===== src/rtl/cond_flags_unit.sv =====
module cond_flags_unit #(
  parameter int DATA_W = 32
) (
  input  logic              clk,
  input  logic              rst_n,
  input  logic [DATA_W-1:0] alu_result,
  input  logic              alu_carry,
  input  logic              alu_ovf,
  input  logic              wr_n,
  input  logic              wr_z,
  input  logic              wr_v,
  input  logic              wr_c,
  input  logic [3:0]        cond,
  output logic              flag_n,
  output logic              flag_z,
  output logic              flag_v,
  output logic              flag_c,
  output logic              taken
);
  localparam int MSB = DATA_W - 1;

  logic res_zero, res_neg, lt_s, le_s, le_u;

  assign res_zero = ~|alu_result;
  assign res_neg  = alu_result[MSB];

  always_ff @(posedge clk or negedge rst_n) begin
    if (!rst_n) begin
      flag_n <= 1'b0;
      flag_z <= 1'b0;
      flag_v <= 1'b0;
      flag_c <= 1'b0;
    end else begin
      if (wr_n) flag_n <= res_neg;
      if (wr_z) flag_z <= res_zero;
      if (wr_v) flag_v <= alu_ovf;
      if (wr_c) flag_c <= alu_carry;
    end
  end

  assign lt_s = flag_n ^ flag_v;
  assign le_s = flag_z | lt_s;
  assign le_u = flag_c | flag_z;

  always_comb begin
    unique case (cond)
      4'd0:  taken = 1'b1;
      4'd1:  taken = 1'b0;
      4'd2:  taken = flag_z;
      4'd3:  taken = ~flag_z;
      4'd4:  taken = flag_c;
      4'd5:  taken = ~flag_c;
      4'd6:  taken = flag_n;
      4'd7:  taken = ~flag_n;
      4'd8:  taken = flag_v;
      4'd9:  taken = ~flag_v;
      4'd10: taken = lt_s;
      4'd11: taken = ~lt_s;
      4'd12: taken = le_s;
      4'd13: taken = ~le_s;
      4'd14: taken = le_u;
      default: taken = ~le_u;
    endcase
  end
endmodule


===== config.mk =====
export PLATFORM = sky130hd
export DESIGN_NAME = cond_flags_unit
export DESIGN_NICKNAME = d
export VERILOG_FILES = /design/src/rtl/cond_flags_unit.sv
export SDC_FILE = /design/constraint.sdc
export NUM_CORES = 1
export LEC_CHECK = 0
export ABC_AREA = 1
export BUFFER_PORTS_ARGS = -buffer_cell sky130_fd_sc_hd__buf_2
export CAP_MARGIN = 15
export CORE_MARGIN = 1
export CORE_UTILIZATION = 33
export DETAILED_ROUTE_END_ITERATION = 8
export GPL_TIMING_DRIVEN = 0
export MAX_ROUTING_LAYER = met4
export PLACE_DENSITY_LB_ADDON = 0.25
export SLEW_MARGIN = 20
export SYNTH_ARGS = -nofsm -noshare
export SYNTH_HDL_FRONTEND = slang
export SYNTH_SLANG_ARGS = --single-unit

===== constraint.sdc =====
create_clock -name clk -period 0.97 [get_ports clk]
set_input_delay 0.097 -clock clk [delete_from_list [all_inputs] [get_ports clk]]
set_output_delay 0.097 -clock clk [all_outputs]
set_load 0.01 [all_outputs]

Word-level counts from Yosys, hierarchy flattened
Index checks and enable logic that the tools add are counted.
Operators by class
  bitwise logic cells: 10
  reduce and logical (&&, ||, !) cells: 3
  equality and inequality tests: 14
  mux-type cells: 1
Operators by type and width (count)
  $reduce_or 32->1: 1
  $eq 4x4->1 const B: 7
  $eq 4x3->1 const B: 4
  $pmux 1 s15: 1
  $eq 4x2->1 const B: 2
  $not 1->1: 7
  $eq 4x1->1 const B: 1
  $logic_not 4->1: 1
  $or 1x1->1: 2
  $logic_not 1->1: 1
  $xor 1x1->1: 1
Storage, ports and cells
  bits of input ports: 44
  bits in registers: 4
  logic and storage cells: 32

Logic depth before layout (Yosys ltp)
  depth after elaboration: 4
  gate-level depth with buffers: 7

Worst setup path before layout
OpenSTA, ideal clock, no wires.
  path kind: reg-to-output
  start point: register flag_n
  end point: output taken
  buffers on the path: 0
  arrival: 971 ps
  setup slack: -98 ps
  stages on the path, launching flop included: 8
  cell sequence: dfrtp_1 > inv_1 > nand2_1 > nand2_1 > nand3_1 > nand2_1 > nor2_1 > nand4_1
On the way
  word-level cells in the longest chain between the ends: 4
RTL lines
  start: declaration: RTL line 14  | output logic flag_n,
  start signal: assignment: RTL line 34  | if (wr_n) flag_n <= res_neg;
  $xor 1x1->1: RTL line 41  | assign lt_s = flag_n ^ flag_v;
  $or 1x1->1: RTL line 42  | assign le_s = flag_z | lt_s;
  $not 1->1: RTL line 60  | 4'd13: taken = ~le_s;
  $pmux 1 s15 *: RTL line 46  | unique case (cond)
  end: declaration: RTL line 18  | output logic taken
Mark *: on every way between the ends. The rest lies on a longest branch, timed or not.

Final worst setup path
Same ends and word-level chain as after synthesis.

==> flow_metrics.py <==
metrics = {
    "outcome": {
        "status": "finished, violations left",
        "violations": "negative setup slack",
    },
    "power": {
        "power_frac_clock": 0.363,
        "ir_worst_vdd_mv": 0.536,
        "combPwrFrac": 0.353,
        "finalPower_uw": 688,
        "powerDensity_mw_per_mm2": 890,
        "p_switching_uw": 235,
        "p_int_uw": 453,
        "switching_share": 0.342,
        "p_seq_frac": 0.284,
        "p_leak_nw": 0.450,
    },
    "sta": {
        "slew_violations": 0,
        "rsz0062_at_grt": "yes",
        "finalSetupViolCount": 1,
        "final_hold_viol_count": 0,
        "max_freq_mhz": 710,
        "skew_ns": 0,
        "setup_tns_ns": -0.439,
        "worst_slack_ns": -0.439,
        "min_period_over_period": 1.45,
        "slew_headroom": 0.822,
        "min_period_ns": 1.41,
        "worst_pin_slew_ns": 0.267,
    },
    "yosys": {
        "synth.mux.area_fraction": 0,
        "syn_avg_cell_area_sq_um": 5.13,
        "yosys.area_share.adder": 0,
        "synth-compound-area-share": 0.0759,
        "synth_cells": 90,
        "synth_top_family_by_area": "simple AND/OR/NAND/NOR gates",
        "ys_ff_latch": 4,
        "synth_warnings": 0,
        "synth-simple-area-share": 0.626,
        "ys_seq_area_frac": 0.217,
        "syn_nets": 134,
        "synthesis.area_sq_um": 462,
        "synthXorXnorAreaFrac": 0,
        "ys_types": 12,
    },
    "global_routing": {
        "antenna_found_initial": 0,
        "track_usage": 0.236,
        "grt_pass1_vias": 684,
        "grt_pass1_wl_mm": 2.42,
        "grt_overflow": 0,
        "grt_max_degree": 7,
    },
    "floorplan": {
        "start_util": 0.355,
        "die_area_sq_mm": 0.00155,
        "die_h_um": 39.4,
        "die_w_um": 39.4,
        "coreArea_sq_mm": 0.00130,
        "io_pins": 49,
        "row_count": 13,
    },
    "worst_hold_path": {
        "hp-class": "input port to flop",
    },
    "cts": {
        "postCtsSetupRepairBufs": 0,
        "clkTransAtPathRegs_ns": 0.04,
        "cts_tree": "built",
        "clock_sinks": 4,
        "cts_buffer_depth": 2,
        "ctsHtreeMaxLevel": 1,
        "cts_inserted_buffers": 3,
        "clk_latency_ns": 0.25,
        "clock-root-buffer": "clkbuf_4",
    },
    "drt": {
        "wl_per_cell_um": 10.2,
        "dr.first_iter.drc_count": 30,
        "vias": 784,
        "drtAntennaViolNets": 0,
        "drt-total-wl_mm": 1.61,
        "dr.pass1.iters": 4,
        "routed_via_density": 4.96,
        "drc": 0,
    },
    "placement": {
        "port_buffers": 48,
        "gp_congestion": 0.755,
        "preCtsSetupSlack_ns": -0.187,
        "dp_hpwl_mm": 1.30,
    },
    "cells_and_area": {
        "num_antenna_cells": 0,
        "drive_gt1_frac": 0.434,
        "final_util": 0.594,
        "synthToLayoutAreaGrowth_pct": 67.5,
        "final_nets": 188,
    },
    "setup_path": {
        "endpoint_kind": "output port",
        "crit_type": "flop to output port",
        "cp_max_fo": 5,
        "cp.required_ns": 0.87,
        "worst_setup_path_start_kind": "flop",
        "critPathArrivalTime_ns": 1.31,
    },
    "run": {
        "max_cap_violations": 0,
    },
}
power by group through the flow:
stage	Clock (mW)	Combinational (mW)	Sequential, mW
2_1_floorplan	0	0.0927	0.200
3_3_place_gp	0	0.221	0.197
3_5_place_dp	0	0.229	0.197
4_1_cts	0.246	0.240	0.195
5_1_grt	0.250	0.273	0.196
6_report	0.250	0.243	0.195
repair_timing:
action	CTS	global route
gates resized for setup	3	1
hold endpoints to repair	4	0
setup endpoints to repair	1	1
hold buffers	1	0
pin swaps	4	3
layer usage:
| metal | part of all wire | vias up | track usage | wire [um] |
|---|---|---|---|---|
| met5 | 0 | - | - | 0 |
| met4 | 0.020 | 0 | 0.147 | 33 |
| met3 | 0.088 | 11 | 0.0625 | 142 |
| met2 | 0.53 | 55 | 0.434 | 849 |
| met1 | 0.36 | 323 | 0.211 | 586 |
| li1 | - | 395 | - | - |
worst max-delay path, cell delays in order, from the launching register on:
cell and delay [ns]:
dfrtp_2 0.40, inv_2 0.07, nand2_2 0.07, nand2_2 0.07, nand3_1 0.09, nand2_1 0.05
nor2_1 0.09, nand4_1 0.09, buf_2 0.15
stage by stage:
step / instance area [sq um] / instances / hold WS (ns)
after floorplan: 464 / 90 / -0.199
after global placement: 723 / 153 / -0.0966
after detailed placement: 723 / 153 / -0.0894
after CTS: 768 / 158 / 0.0544
after global routing: 773 / 158 / 0.0846
final: 773 / 158 / 0.0525
Yosys cell counts:
cell type   n  share of area
nand4_1     3          0.041
nand3_1    13           0.14
nor2_1     28           0.23
nor3_1      1          0.011
nor2_2      2          0.027
a21oi_1     1          0.011
inv_1       9          0.073
o21ai_1     2          0.022
inv_2       1         0.0081
nand2_1    22           0.18
o21ai_0     4          0.043
dfrtp_1     4           0.22
layout make-up:
class / count / area (sq um)
clock buffers: 4 / 26.3
fillers: 139 / 528
flip-flops and latches: 4 / 103
multi-input cells: 76 / 338
well taps: 15 / 18.8
inverters: 10 / 37.5
repair buffers: 49 / 250
final timing paths:
kind	from	end	slack, ns	cells after the start
worst min-delay path	wr_n	flag_n	0.05	2
worst max register to register	flag_c	flag_c	0.19	2
min in group asynchronous	rst_n	flag_z	0.20	2
max in group asynchronous	rst_n	flag_v	0.63	2
worst max-delay path	flag_n	taken	-0.44	8
worst min register to register	flag_n	flag_n	0.63	2
kinds of logic (layout without fill, tap and decap cells):
kind of cell	after synthesis	count (layout)
and+or+nand+nor	69	69
buffers and inverters	10	63
AOI/OAI and AO/OA	7	7
DFF	4	4
placed cells by master, fill, tap and decap left out:
master         instances
clkbuf_1               1
dfrtp_1                2
clkbuf_4               3
dfrtp_2                2
inv_2                  3
nand2_1               20
dlygate4sd3_1          1
nand3_1               13
o21ai_2                1
nand4_1                3
nand2_2                2
a21oi_1                1
o21ai_0                4
nor2_2                 2
nor2_1                28
inv_1                  7
o21ai_1                1
buf_2                 48
nor3_2                 1
sequential cells by signal, indices dropped and copies added (netlist names):
register,count
flag_n,1
flag_z,1
flag_v,1
flag_c,1
(Power assumes the default switching activity.)
